**config.mk**
```make
export PLATFORM = sky130hd
export DESIGN_NAME = cpu_bus_datapath
export DESIGN_NICKNAME = d
export VERILOG_FILES = /design/src/rtl/cpu_dp_pkg.sv /design/src/rtl/cpu_dp_seq.sv /design/src/rtl/cpu_dp_gpr.sv /design/src/rtl/cpu_dp_alu.sv /design/src/rtl/cpu_bus_datapath.sv
export SDC_FILE = /design/constraint.sdc
export NUM_CORES = 1
export LEC_CHECK = 0
export BUFFER_PORTS_ARGS = -buffer_cell sky130_fd_sc_hd__clkbuf_2
export CAP_MARGIN = 20
export CORE_MARGIN = 10
export CORE_UTILIZATION = 25
export DETAILED_ROUTE_END_ITERATION = 8
export PLACE_DENSITY_LB_ADDON = 0.2
export SYNTH_ARGS = -nofsm -noshare
export SYNTH_HDL_FRONTEND = slang
export SYNTH_SLANG_ARGS = --single-unit
```
**constraint.sdc**
```tcl
create_clock -name clk -period 5.1 [get_ports clk]
set_clock_uncertainty 0.05 [all_clocks]
set_input_delay 0.255 -clock clk [delete_from_list [all_inputs] [get_ports clk]]
set_output_delay 0.255 -clock clk [all_outputs]
set_load 0.02 [all_outputs]
```
**src/rtl/cpu_dp_pkg.sv**
```systemverilog
package cpu_dp_pkg;

    localparam int OPC_W = 4;

    localparam logic [OPC_W-1:0] OP_ADD  = 4'h0;
    localparam logic [OPC_W-1:0] OP_ST   = 4'h1;
    localparam logic [OPC_W-1:0] OP_LD   = 4'h2;
    localparam logic [OPC_W-1:0] OP_HALT = 4'hF;

    // bus source positions in the one-hot select
    localparam int BUS_SRCS = 4;
    localparam int SRC_PC   = 0;
    localparam int SRC_MDR  = 1;
    localparam int SRC_GPR  = 2;
    localparam int SRC_C    = 3;

    typedef enum logic [3:0] {
        S_IDLE, S_F_ADDR, S_F_READ, S_F_CAPT, S_F_IR, S_PC_INC,
        S_ADD_A, S_ADD_C, S_ADD_WB,
        S_ST_ADDR, S_ST_DATA, S_ST_WRITE,
        S_LD_ADDR, S_LD_READ, S_LD_CAPT, S_LD_WB
    } seq_state_t;

    typedef struct packed {
        logic [BUS_SRCS-1:0] bus_sel;
        logic                mar_from_bus;
        logic                mar_from_ir;
        logic                mdr_from_mem;
        logic                mdr_from_bus;
        logic                ir_load;
        logic                pc_inc;
        logic                a_load;
        logic                c_load;
        logic                gpr_write;
        logic                gpr_sel_src2;
        logic                mem_rd;
        logic                mem_wr;
        logic                busy;
    } ctrl_t;

endpackage

```
**src/rtl/cpu_dp_seq.sv**
```systemverilog
module cpu_dp_seq
    import cpu_dp_pkg::*;
(
    input  logic             clk,
    input  logic             rst_n,
    input  logic             go,
    input  logic [OPC_W-1:0] opcode,
    output ctrl_t            ctrl
);

    seq_state_t state, state_nx;

    always_ff @(posedge clk) begin
        if (!rst_n) state <= S_IDLE;
        else        state <= state_nx;
    end

    always_comb begin
        state_nx = state;
        unique case (state)
            S_IDLE:     if (go) state_nx = S_F_ADDR;
            S_F_ADDR:   state_nx = S_F_READ;
            S_F_READ:   state_nx = S_F_CAPT;
            S_F_CAPT:   state_nx = S_F_IR;
            S_F_IR:     state_nx = S_PC_INC;
            S_PC_INC: begin
                if      (opcode == OP_ADD)  state_nx = S_ADD_A;
                else if (opcode == OP_ST)   state_nx = S_ST_ADDR;
                else if (opcode == OP_LD)   state_nx = S_LD_ADDR;
                else if (opcode == OP_HALT) state_nx = S_IDLE;
                else                        state_nx = S_F_ADDR;
            end
            S_ADD_A:    state_nx = S_ADD_C;
            S_ADD_C:    state_nx = S_ADD_WB;
            S_ADD_WB:   state_nx = S_F_ADDR;
            S_ST_ADDR:  state_nx = S_ST_DATA;
            S_ST_DATA:  state_nx = S_ST_WRITE;
            S_ST_WRITE: state_nx = S_F_ADDR;
            S_LD_ADDR:  state_nx = S_LD_READ;
            S_LD_READ:  state_nx = S_LD_CAPT;
            S_LD_CAPT:  state_nx = S_LD_WB;
            S_LD_WB:    state_nx = S_F_ADDR;
            default:    state_nx = S_IDLE;
        endcase
    end

    always_comb begin
        ctrl      = '0;
        ctrl.busy = (state != S_IDLE);
        unique case (state)
            S_IDLE:     ;
            S_F_ADDR:   begin ctrl.bus_sel[SRC_PC]  = 1'b1; ctrl.mar_from_bus = 1'b1; end
            S_F_READ:   ctrl.mem_rd = 1'b1;
            S_F_CAPT:   ctrl.mdr_from_mem = 1'b1;
            S_F_IR:     begin ctrl.bus_sel[SRC_MDR] = 1'b1; ctrl.ir_load = 1'b1; end
            S_PC_INC:   ctrl.pc_inc = 1'b1;
            S_ADD_A:    begin ctrl.bus_sel[SRC_GPR] = 1'b1; ctrl.gpr_sel_src2 = 1'b1; ctrl.a_load = 1'b1; end
            S_ADD_C:    begin ctrl.bus_sel[SRC_GPR] = 1'b1; ctrl.c_load = 1'b1; end
            S_ADD_WB:   begin ctrl.bus_sel[SRC_C]   = 1'b1; ctrl.gpr_write = 1'b1; end
            S_ST_ADDR:  ctrl.mar_from_ir = 1'b1;
            S_ST_DATA:  begin ctrl.bus_sel[SRC_GPR] = 1'b1; ctrl.mdr_from_bus = 1'b1; end
            S_ST_WRITE: ctrl.mem_wr = 1'b1;
            S_LD_ADDR:  ctrl.mar_from_ir = 1'b1;
            S_LD_READ:  ctrl.mem_rd = 1'b1;
            S_LD_CAPT:  ctrl.mdr_from_mem = 1'b1;
            S_LD_WB:    begin ctrl.bus_sel[SRC_MDR] = 1'b1; ctrl.gpr_write = 1'b1; end
            default:    ;
        endcase
    end

    assert_bus_onehot_R9: assert property (@(posedge clk) disable iff (!rst_n)
        $onehot0(ctrl.bus_sel));

    assert_rd_wr_excl_R11: assert property (@(posedge clk) disable iff (!rst_n)
        !(ctrl.mem_rd && ctrl.mem_wr));

    assert_idle_quiet_R7: assert property (@(posedge clk) disable iff (!rst_n)
        !ctrl.busy |-> !(ctrl.mem_rd || ctrl.mem_wr));

    assert_write_after_data_R5: assert property (@(posedge clk) disable iff (!rst_n)
        ctrl.mem_wr |-> $past(ctrl.mdr_from_bus));

endmodule

```
**src/rtl/cpu_dp_gpr.sv**
```systemverilog
module cpu_dp_gpr #(
    parameter int DATA_W   = 16,
    parameter int NUM_REGS = 4,
    localparam int REG_W   = $clog2(NUM_REGS)
) (
    input  logic              clk,
    input  logic              rst_n,
    input  logic              we,
    input  logic [REG_W-1:0]  waddr,
    input  logic [DATA_W-1:0] wdata,
    input  logic [REG_W-1:0]  raddr,
    output logic [DATA_W-1:0] rdata
);

    logic [DATA_W-1:0] regs [NUM_REGS];

    for (genvar g = 0; g < NUM_REGS; g++) begin : g_reg
        always_ff @(posedge clk) begin
            if (!rst_n)                           regs[g] <= '0;
            else if (we && waddr == REG_W'(g))    regs[g] <= wdata;
        end
    end

    assign rdata = regs[raddr];

    assert_write_lands_R4: assert property (@(posedge clk) disable iff (!rst_n)
        (we && raddr == waddr) |=> rdata == $past(wdata));

endmodule

```
**src/rtl/cpu_dp_alu.sv**
```systemverilog
module cpu_dp_alu #(
    parameter int DATA_W = 16
) (
    input  logic              clk,
    input  logic              rst_n,
    input  logic              a_load,
    input  logic              c_load,
    input  logic [DATA_W-1:0] bus_in,
    output logic [DATA_W-1:0] c_out
);

    logic [DATA_W-1:0] a_hold;

    always_ff @(posedge clk) begin
        if (!rst_n) begin
            a_hold <= '0;
            c_out  <= '0;
        end else begin
            if (a_load) a_hold <= bus_in;
            if (c_load) c_out  <= a_hold + bus_in;
        end
    end

    assert_a_held_R6: assert property (@(posedge clk) disable iff (!rst_n)
        !a_load |=> $stable(a_hold));

endmodule

```
**src/rtl/cpu_bus_datapath.sv**
```systemverilog
module cpu_bus_datapath
    import cpu_dp_pkg::*;
#(
    parameter int DATA_W   = 16,
    parameter int NUM_REGS = 4
) (
    input  logic                                          clk,
    input  logic                                          rst_n,
    input  logic                                          go,
    output logic                                          busy,
    output logic [DATA_W-OPC_W-$clog2(NUM_REGS)-1:0]      mem_addr,
    output logic                                          mem_rd,
    output logic                                          mem_wr,
    output logic [DATA_W-1:0]                             mem_wdata,
    input  logic [DATA_W-1:0]                             mem_rdata
);

    localparam int REG_W  = $clog2(NUM_REGS);
    localparam int ADDR_W = DATA_W - OPC_W - REG_W;

    ctrl_t             ctrl;
    logic [ADDR_W-1:0] pc, mar;
    logic [DATA_W-1:0] mdr, ir, bus, gpr_rd, c_val;
    logic [DATA_W-1:0] bus_src [BUS_SRCS];

    wire [OPC_W-1:0]  ir_op   = ir[DATA_W-1 -: OPC_W];
    wire [REG_W-1:0]  ir_reg  = ir[ADDR_W +: REG_W];
    wire [ADDR_W-1:0] ir_addr = ir[ADDR_W-1:0];
    wire [REG_W-1:0]  gpr_ra  = ctrl.gpr_sel_src2 ? ir[REG_W-1:0] : ir_reg;

    cpu_dp_seq u_seq (
        .clk    (clk),
        .rst_n  (rst_n),
        .go     (go),
        .opcode (ir_op),
        .ctrl   (ctrl)
    );

    cpu_dp_gpr #(.DATA_W(DATA_W), .NUM_REGS(NUM_REGS)) u_gpr (
        .clk   (clk),
        .rst_n (rst_n),
        .we    (ctrl.gpr_write),
        .waddr (ir_reg),
        .wdata (bus),
        .raddr (gpr_ra),
        .rdata (gpr_rd)
    );

    cpu_dp_alu #(.DATA_W(DATA_W)) u_alu (
        .clk    (clk),
        .rst_n  (rst_n),
        .a_load (ctrl.a_load),
        .c_load (ctrl.c_load),
        .bus_in (bus),
        .c_out  (c_val)
    );

    // shared internal bus: AND-OR of the one-hot selected source
    assign bus_src[SRC_PC]  = {{(DATA_W-ADDR_W){1'b0}}, pc};
    assign bus_src[SRC_MDR] = mdr;
    assign bus_src[SRC_GPR] = gpr_rd;
    assign bus_src[SRC_C]   = c_val;

    always_comb begin
        bus = '0;
        for (int i = 0; i < BUS_SRCS; i++)
            bus = bus | (bus_src[i] & {DATA_W{ctrl.bus_sel[i]}});
    end

    always_ff @(posedge clk) begin
        if (!rst_n) begin
            pc  <= '0;
            mar <= '0;
            mdr <= '0;
            ir  <= '0;
        end else begin
            if (ctrl.pc_inc)            pc  <= pc + 1'b1;
            if (ctrl.mar_from_bus)      mar <= bus[ADDR_W-1:0];
            else if (ctrl.mar_from_ir)  mar <= ir_addr;
            if (ctrl.mdr_from_mem)      mdr <= mem_rdata;
            else if (ctrl.mdr_from_bus) mdr <= bus;
            if (ctrl.ir_load)           ir  <= bus;
        end
    end

    assign busy      = ctrl.busy;
    assign mem_addr  = mar;
    assign mem_rd    = ctrl.mem_rd;
    assign mem_wr    = ctrl.mem_wr;
    assign mem_wdata = mdr;

    assert_pc_step_R3: assert property (@(posedge clk) disable iff (!rst_n)
        ctrl.pc_inc |=> pc == $past(pc) + 1'b1);

    assert_pc_hold_R3: assert property (@(posedge clk) disable iff (!rst_n)
        !ctrl.pc_inc |=> $stable(pc));

    assert_mdr_capture_R4: assert property (@(posedge clk) disable iff (!rst_n)
        ctrl.mdr_from_mem |=> mdr == $past(mem_rdata));

    assert_store_addr_R5: assert property (@(posedge clk) disable iff (!rst_n)
        mem_wr |-> mem_addr == ir_addr);

endmodule

```
==> impl_metrics.toml, run 1 <==
[outcome]
run_status = "complete, no violations"

[synth]
synth_ff_type = "dfxtp_1"
ys_seq_area_share_pct = 51.9
syn_area_um2 = 7090
yosys.area.top_type = "edfxtp_1"
synth_nets = 735
synth_mux_area_share_pct = 6.02
synth.yosys.warnings = 0
synth-compound-area-share_pct = 20.2
async_flop_share_pct = 0
synth_adder_area_share_pct = 3.10
synthTopCellsByArea = "edfxtp_1, dfxtp_1, nor2_1"
syn_inst = 699
postSynthAreaPerCell_um2 = 10.1
synth.distinct_cells = 58
synth_most_common_cell = "nor2_1"
synth_top_area_share_pct = 27.1
yosys-top-cells-count = "nor2_1, dfxtp_1, edfxtp_1, a21oi_1, o21ai_0"
ys_seq_elements = 152
synthXorXnorAreaFrac_pct = 1.36
synth_top_family_by_area = "compound AO/OA/AOI/OAI gates"
synth-simple-area-share_pct = 13.3
synth_edf_count = 64

[global_route]
grt_usage_pct = 12.8
overflow = 0
grt_pass1_vias = 5539
grt_first_pass_wirelength_mm = 35.2
grt_max_degree = 47
antenna_found_initial = 0

[worst_setup_path]
slowest_delay_ns = 0.60
worst-r2r-cell-count = 13
crit_family = "compound AO/OA/AOI/OAI gates"
crit_path_start_kind = "flop"
crit_slowest_cell = "a2111oi_0"
cp.required_ns = 5.38
crit_fanout = 13
r2r_setup_slack_ns = 0.51
endpoint_kind = "flop"
crit_type = "reg -> reg"
worstPathArrival_ns = 4.87
cp_cell_sequence = "and4bb_1 -> mux2i_4 -> buf_4 -> mux4_2 -> a221oi_2 -> inv_1 -> ha_1 -> nand2_1 -> nor2_1 -> o221ai_1 -> a2111oi_0 -> nor3_1 -> o31ai_1"
rr_endpoint = "u_alu.c_out[14]"
path_buf_inv = 2
r2r_start = "u_seq.state[3]"

[layout]
regMostFlops = "u_gpr.regs"
largest_reg_flops = 64
syn_to_final_growth_pct = 19.1
nNetsFinal = 787
fin_cells = 1142
drive_gt1_share_pct = 19.2
n_antenna_cell = 0

[detailed_routing]
vias = 5606
wl_met3_um = 952
drt_wl_total_mm = 22.4
drt-met1-wl_mm = 10.6
ant_nets = 0
drtPass1Iterations = 5
drtIter0Drc = 397
wl_per_cell_um = 19.7
wl_met2_mm = 10.7
drc_errors = 0
vias_per_cell = 4.91
highest_layer = "met4"

[floorplanning]
die-height_um = 188
initial_core_util_pct = 25.5
die_width_um = 188
fp-row-count = 61
io_pins = 48
core_um2 = 27900
die-area_um2 = 35500

[clocking]
cts_buffers = 17
holdBufCountCts = 0
cts_root_buffer = "clkbuf_16"
numClockSinks = 152
h-tree-depth = 4
cts_resized = 0
cts_tree = "built"
cts_buffer_depth = 2
clk_latency_ns = 0.43
cts_setup_buffers = 0
cts.clk_slew.worst_paths_ns = 0.07

[placed_design]
portBuffers = 47
placedCellCount = 1110
place.gp.congestion = 0.812
dp_hpwl_mm = 15.7

[min_path]
min_path_type = "in -> reg"
holdCritStartpoint = "mem_rdata[11]"
holdPathStages = 3
hold_end = "mem_wdata[11]"

[power]
swShare_pct = 26.3
p_seq_share_pct = 48.4
p_int_w = 0.00201
ir_drop_mv = 0.220
p_clk_share_pct = 44.8
p_leak_nw = 3.10
power_density_nw_per_um2 = 322
power.switching_w = 0.000715
finalPower_w = 0.00272
comb_power_share_pct = 6.9

[timing]
min_period_over_period_pct = 90.0
fmax_ghz = 0.218
worst_slew_pin_slew_ns = 0.981
period_needed_ns = 4.59
drv_slew = 0
setup_viol_count_final = 0
tns_ns = 0
slew_headroom_pct = 34.3
finalHoldViolCount = 0
rsz0062_at_grt = "no"

[run]
cap_viol_max_count = 0
[worst max-delay path by stage]
stage | from | endpoint | cells past startpoint
6_report | u_seq.state[3] | u_alu.c_out[14] | 13
5_1_grt | u_seq.state[3] | u_alu.c_out[14] | 13
4_1_cts | u_seq.state[3] | u_alu.c_out[14] | 13
3_5_place_dp | u_seq.state[3] | u_alu.c_out[14] | 13
3_3_place_gp | u_seq.state[3] | u_alu.c_out[14] | 13
2_1_floorplan | u_seq.state[0] | u_alu.c_out[14] | 15
[final cells by class]
cell class	instances	area [um^2]
clock inverters	14	133
well taps	378	473
inverters	22	82.6
flip-flops and latches	152	3680
clock buffers	18	429
fillers	2915	19400
repair buffers	83	505
multi-input cells	475	3140
[per-stage QoR]
stage,instance area [um^2],util (%),hold slack [ns],setup slack (ns)
after floorplan,7090,-,0.379,0.829
after global placement,7880,28.3,0.391,0.611
after detailed placement,7880,28.3,0.394,0.535
after CTS,8450,30.3,0.0407,0.485
after global routing,8450,30.3,0.0545,0.0761
final,8450,30.3,0.0595,0.511
[routing by layer]
layer | track usage (%) | up-vias
met4 | 3.85 | 0
met5 | 0 | -
li1 | - | 2708
met1 | 17.1 | 2759
met3 | 2.42 | 12
met2 | 20.6 | 127
[cell families (layout without fill, tap and decap cells)]
group	after synthesis	in the layout
adders and majority gates	17	17
AOI/OAI and AO/OA	218	218
DFF	152	152
buffers and inverters	72	137
xor gates and xnor gates	11	11
and+or+nand+nor	208	208
muxes	21	21
[layout by cell type (no fill, tap or decap), types with 4 or more instances in the layout]
cell	count
a211oi_1	7
a21o_1	6
a21oi_1	60
a221oi_2	7
a222oi_1	6
a22o_1	10
a22oi_1	26
buf_4	36
clkbuf_16	17
clkbuf_2	47
dfxtp_1	88
edfxtp_1	64
ha_1	16
inv_1	21
inv_6	4
inv_8	4
mux4_2	15
nand2_1	37
nand2b_1	7
nand3_1	16
nand4_1	6
nor2_1	100
nor3_1	11
o21a_1	6
o21ai_0	50
o22ai_1	15
or3_1	10
xnor2_1	6
xor2_1	5
[power by group through the flow]
stage               Sequential, W  Combinational, W  Clock, W
floorplan                 0.00134          0.000118         0
global placement          0.00134          0.000189         0
detailed placement        0.00134          0.000189         0
CTS                       0.00132          0.000190   0.00125
global route              0.00132          0.000205   0.00130
finish                    0.00132          0.000187   0.00122
[worst min-delay path: cells and delay by family]
family	cells	cell delay (ns)
AO/OA/AOI/OAI	2	0.16
buffers and inverters	1	0.08
(Power assumes the default switching activity.)
==> run 2, diff against run 1 <==
--- a/config.mk
+++ b/config.mk
@@ -5,6 +5,7 @@
 export SDC_FILE = /design/constraint.sdc
 export NUM_CORES = 1
 export LEC_CHECK = 0
+export ABC_AREA = 1
 export BUFFER_PORTS_ARGS = -buffer_cell sky130_fd_sc_hd__clkbuf_2
 export CAP_MARGIN = 20
 export CORE_MARGIN = 10
==> impl_metrics.toml, run 2 <==
[min_path]
hold_end = "mem_wdata[10]"
holdPathStages = 3
min_path_type = "in -> reg"
holdCritStartpoint = "mem_rdata[10]"

[global_route]
grt_usage_pct = 11.9
antenna_found_initial = 0
grt_max_degree = 48
grt_first_pass_wirelength_mm = 35.4
overflow = 0
grt_pass1_vias = 6041

[synth]
synth_ff_type = "dfxtp_1"
synth_most_common_cell = "nand2_1"
synth.yosys.warnings = 0
syn_area_um2 = 7550
synth_top_area_share_pct = 25.4
yosys.area.top_type = "edfxtp_1"
syn_inst = 976
synth.distinct_cells = 42
ys_seq_elements = 152
async_flop_share_pct = 0
yosys-top-cells-count = "nand2_1, nor2_1, inv_1, dfxtp_1, edfxtp_1"
postSynthAreaPerCell_um2 = 7.74
synth_edf_count = 64
synthTopCellsByArea = "edfxtp_1, dfxtp_1, nand2_1"
ys_seq_area_share_pct = 48.8
synth_nets = 1012

[timing]
rsz0062_at_grt = "no"
setup_viol_count_final = 0
tns_ns = 0
period_needed_ns = 4.12
worst_slew_pin_slew_ns = 1.04
fmax_ghz = 0.243
slew_headroom_pct = 30.6
min_period_over_period_pct = 80.7
finalHoldViolCount = 0
drv_slew = 0

[clocking]
cts.clk_slew.worst_paths_ns = 0.07
cts_setup_buffers = 0
h-tree-depth = 4
numClockSinks = 152
cts_resized = 0
cts_root_buffer = "clkbuf_16"
holdBufCountCts = 0
cts_tree = "built"
cts_buffers = 17
clk_latency_ns = 0.43
cts_buffer_depth = 2

[worst_setup_path]
crit_type = "reg -> reg"
cp_cell_sequence = "inv_2 -> nor2_4 -> nand2_2 -> o21ai_2 -> o21ai_0 -> o22ai_1 -> nand2_1 -> nand2_2 -> ha_1 -> inv_1 -> fa_1 -> o21ai_0 -> a21boi_0 -> inv_1 -> a21o_1 -> nand2_1 -> nand3_1 -> nand3_1 -> nand2_1 -> inv_1"
r2r_setup_slack_ns = 0.98
crit_slowest_cell = "o21ai_2"
worst-r2r-cell-count = 20
slowest_delay_ns = 0.67
r2r_start = "u_seq.state[1]"
path_buf_inv = 4
crit_path_start_kind = "flop"
crit_family = "compound AO/OA/AOI/OAI gates"
endpoint_kind = "flop"
worstPathArrival_ns = 4.40
cp.required_ns = 5.38
crit_fanout = 16
rr_endpoint = "u_alu.c_out[12]"

[layout]
regMostFlops = "u_gpr.regs"
drive_gt1_share_pct = 12.0
fillers = 3207
syn_to_final_growth_pct = 15.6
final_cell_mix = "nand2_1, nor2_1, inv_1"
fin_cells = 1418
largest_reg_flops = 64
nNetsFinal = 1051
final_common_cell = "nand2_1"
n_antenna_cell = 0

[detailed_routing]
vias = 6492
drc_errors = 0
drtIter0Drc = 492
vias_per_cell = 4.58
drt_wl_total_mm = 23.1
wl_per_cell_um = 16.3
ant_nets = 0
drtPass1Iterations = 6

[power]
ir_drop_mv = 0.206
p_clk_share_pct = 44.7
swShare_pct = 24.5
power.switching_w = 0.000668
p_seq_share_pct = 48.3
p_leak_nw = 3.69
power_density_nw_per_um2 = 312
p_int_w = 0.00206
comb_power_share_pct = 7.0

[placed_design]
placedCellCount = 1385
portBuffers = 47
dp_hpwl_mm = 16.4
place.gp.congestion = 0.877

[floorplanning]
initial_core_util_pct = 25.4
fp-row-count = 63
die-height_um = 194
die-area_um2 = 37600
io_pins = 48
die_width_um = 194
core_um2 = 29700

[run]
cap_viol_max_count = 0

[outcome]
run_status = "complete, no violations"
## run 2: changes by cell type after synthesis, moves of 20 or more
cell	before	now
nand3_1	16	43
nand2_1	37	221
o21ai_1	0	35
inv_1	22	103
a22oi_1	26	6
nor2_1	100	146
## run 2: logic make-up after synthesis
| logic type | Yosys count | share of synthesized area [%] |
|---|---|---|
| AO/OA/AOI/OAI | 190 | 14.2 |
| XOR/XNOR | 10 | 1.16 |
| adder cells (fa/ha/maj) | 17 | 2.92 |
| buffers and inverters | 159 | 8.61 |
| flip-flops | 152 | 48.8 |
| AND/OR/NAND/NOR | 448 | 24.3 |
## run 2: power by group through the flow
| stage | logic (W) | clock network [W] | registers (W) |
|---|---|---|---|
| 2_1_floorplan | 0.000124 | 0 | 0.00134 |
| 3_3_place_gp | 0.000194 | 0 | 0.00134 |
| 3_5_place_dp | 0.000194 | 0 | 0.00134 |
| 4_1_cts | 0.000194 | 0.00124 | 0.00131 |
| 5_1_grt | 0.000214 | 0.00129 | 0.00132 |
| 6_report | 0.000191 | 0.00122 | 0.00131 |
## run 2: tightest hold or removal path: cells and delay by family
family                 cells  cell delay, ns
AND/OR/NAND/NOR            1            0.05
AO/OA/AOI/OAI              1            0.07
buffers and inverters      1            0.08
## run 2: cell type report
class                      instances  area [um^2]  area share [%]
timing repair buffer              58          325            3.73
sequential                       152         3680            42.2
tap                              390          488            5.59
clock buffer                      26          524            6.00
multi-input combinational        665         3220            36.9
clock inverter                     6         36.3           0.416
inverter                         121          454            5.20
## run 2: metal layers
layer  wire length (um)  GRT usage [%]  up-vias  part of all wire (%)
met5                  0              0        -                     0
met4                486           4.68        0                   2.1
met3                866           2.07       24                   3.7
met2              10600           18.7      156                    46
met1              11100           16.0     3029                    48
li1                   -              -     3283                     -
## run 2: stage by stage
stage / total power (W) / hold WS, ns / utilization [%] / worst slack (ns) / instance area (um^2)
floorplan: 0.00147 / 0.372 / - / 1.96 / 7550
global placement: 0.00154 / 0.404 / 27.4 / 0.975 / 8150
detailed placement: 0.00154 / 0.405 / 27.4 / 0.957 / 8160
CTS: 0.00275 / 0.0159 / 29.3 / 0.943 / 8720
global route: 0.00282 / 0.0278 / 29.4 / 0.505 / 8730
finish: 0.00272 / 0.0333 / 29.4 / 0.982 / 8730
## run 2: how the worst max path moves through the flow
stage                      endpoint  slack, ns  depth (start not counted)           start
global route        u_alu.c_out[12]       0.50                         20  u_seq.state[1]
floorplan           u_alu.c_out[12]       1.96                         22  u_seq.state[1]
finish              u_alu.c_out[12]       0.98                         20  u_seq.state[1]
global placement    u_alu.c_out[12]       0.98                         20  u_seq.state[1]
CTS                 u_alu.c_out[12]       0.94                         20  u_seq.state[1]
detailed placement  u_alu.c_out[12]       0.96                         20  u_seq.state[1]
==> run 3, diff against run 2 <==
==> constraint.sdc (replaced) <==
create_clock -name clk -period 3.6 [get_ports clk]
set_clock_uncertainty 0.05 [all_clocks]
set_input_delay 0.18 -clock clk [delete_from_list [all_inputs] [get_ports clk]]
set_output_delay 0.18 -clock clk [all_outputs]
set_load 0.02 [all_outputs]
==> impl_metrics.toml, run 3 (synthesis results as in run 2) <==
[power]
power_density_nw_per_um2 = 433
p_seq_share_pct = 47.0
p_clk_share_pct = 45.3
p_leak_nw = 3.89
ir_drop_mv = 0.309
comb_power_share_pct = 7.7
p_int_w = 0.00302
power.switching_w = 0.000951
swShare_pct = 24.0

[outcome]
run_status = "complete, no violations"

[min_path]
min_path_type = "in -> reg"
holdCritStartpoint = "mem_rdata[0]"

[clocking]
cts_tree = "built"
h-tree-depth = 4
cts_root_buffer = "clkbuf_16"
cts_buffer_depth = 2
cts_buffers = 17
clk_latency_ns = 0.43
numClockSinks = 152
cts_setup_buffers = 0
cts.clk_slew.worst_paths_ns = 0.06

[global_route]
grt_first_pass_wirelength_mm = 36.8
grt_usage_pct = 12.2
antenna_found_initial = 0
grt_max_degree = 65
grt_pass1_vias = 6481
overflow = 0

[floorplanning]
die_width_um = 194
core_um2 = 29700
initial_core_util_pct = 25.4
die-height_um = 194
fp-row-count = 63
die-area_um2 = 37600
io_pins = 48

[worst_setup_path]
crit_slowest_cell = "dfxtp_1"
crit_path_frequent_cell = "nand2_2"
slowest_delay_ns = 0.38
crit_end = "u_alu.c_out[15]"
rr_endpoint = "u_alu.c_out[15]"
endpoint_kind = "flop"
worstPathArrival_ns = 3.58
worstSetupStartpoint = "u_seq.state[1]"
crit_path_start_kind = "flop"
worst-r2r-cell-count = 21
r2r_setup_slack_ns = 0.29
crit_fanout = 17
cp.required_ns = 3.87
cp_cell_sequence = "inv_2 -> nor2_4 -> nand2_2 -> nand2_2 -> nand2_2 -> buf_12 -> buf_4 -> o21ai_1 -> o21ai_1 -> nand2_1 -> nand2_2 -> ha_2 -> nand2_2 -> inv_1 -> a21oi_2 -> o211ai_1 -> nand2b_1 -> nand3_1 -> nand3_1 -> nand2_1 -> inv_1"
crit_type = "reg -> reg"
r2r_start = "u_seq.state[1]"

[placed_design]
preCtsSetupSlack_ns = 0.169
placedCellCount = 1413
portBuffers = 47
dp_hpwl_mm = 16.8
place.gp.congestion = 0.861

[layout]
nNetsFinal = 1094
largest_reg_flops = 64
n_antenna_cell = 0
syn_to_final_growth_pct = 21.4
drive_gt1_share_pct = 14.1
final_common_cell = "nand2_1"
final_cell_mix = "nand2_1, nor2_1, inv_1"
fin_cells = 1460
regMostFlops = "u_gpr.regs"

[timing]
slew_headroom_pct = 38.2
worst_slew_pin_slew_ns = 0.925
fmax_ghz = 0.302
rsz0062_at_grt = "no"
drv_slew = 0
postLayoutSetupSlackWorst_ns = 0.291
period_needed_ns = 3.31
min_period_over_period_pct = 91.9
finalHoldViolCount = 0
tns_ns = 0
setup_viol_count_final = 0

[detailed_routing]
ant_nets = 0
drtIter0Drc = 398
drc_errors = 0
drtPass1Iterations = 4
wl_per_cell_um = 15.8
vias = 6557
vias_per_cell = 4.49
drt_wl_total_mm = 23.0

[run]
cap_viol_max_count = 0
-- run 3: worst min path at each step --
stage / end / slack (ns) / depth (start not counted)
after floorplan: u_seq.state[0] / 0.30 / 2
after global placement: u_seq.state[0] / 0.39 / 3
after detailed placement: mem_wdata[1] / 0.40 / 3
after CTS: mem_wdata[0] / 0.03 / 4
after global routing: mem_wdata[0] / 0.08 / 4
final: mem_wdata[0] / 0.05 / 4
-- run 3: stage by stage --
stage	hold WS (ns)	total power [W]	utilization [%]	instance area (um^2)
2_1_floorplan	0.297	0.00208	-	7550
4_1_cts	0.0259	0.00400	30.7	9130
3_5_place_dp	0.398	0.00219	28.3	8400
3_3_place_gp	0.387	0.00219	28.3	8400
6_report	0.0459	0.00397	30.8	9170
5_1_grt	0.0815	0.00411	30.8	9170
-- run 3: worst max-delay path, delay by kind of cell (launching register included) --
kind | cells | cell delay [ns]
AOI/OAI and AO/OA | 4 | 0.57
DFF | 1 | 0.38
adders and majority gates | 1 | 0.35
and+or+nand+nor | 11 | 1.32
buffers and inverters | 5 | 0.52
-- run 3: power groups by stage --
stage	Combinational, W	Clock [W]	Sequential, W
finish	0.000305	0.00180	0.00186
global route	0.000343	0.00190	0.00187
CTS	0.000308	0.00183	0.00186
detailed placement	0.000293	0	0.00190
global placement	0.000293	0	0.00190
floorplan	0.000175	0	0.00190
-- run 3: routing by layer --
layer	wire, um	vias up	part of all wire [%]	GRT usage, %
li1	-	3366	-	-
met1	11300	3046	49	16.3
met2	10500	117	45	19.1
met3	834	28	3.6	2.58
met4	437	0	1.9	4.34
met5	0	-	0	0
-- run 3: what timing repair did --
item / 4_1_cts / 5_1_grt
endpoints found under the setup margin: 0 / 8
endpoints found under the hold margin: 16 / 0
gates resized for setup: 0 / 10
hold buffers: 16 / 0
-- run 3: cell type report --
class / instances / area [um^2]
Tap cell: 390 / 488
Sequential cell: 152 / 3680
Fill cell: 3178 / 20600
Timing Repair Buffer: 101 / 718
Inverter: 121 / 454
Clock buffer: 21 / 440
Clock inverter: 10 / 129
Multi-Input combinational cell: 665 / 3250
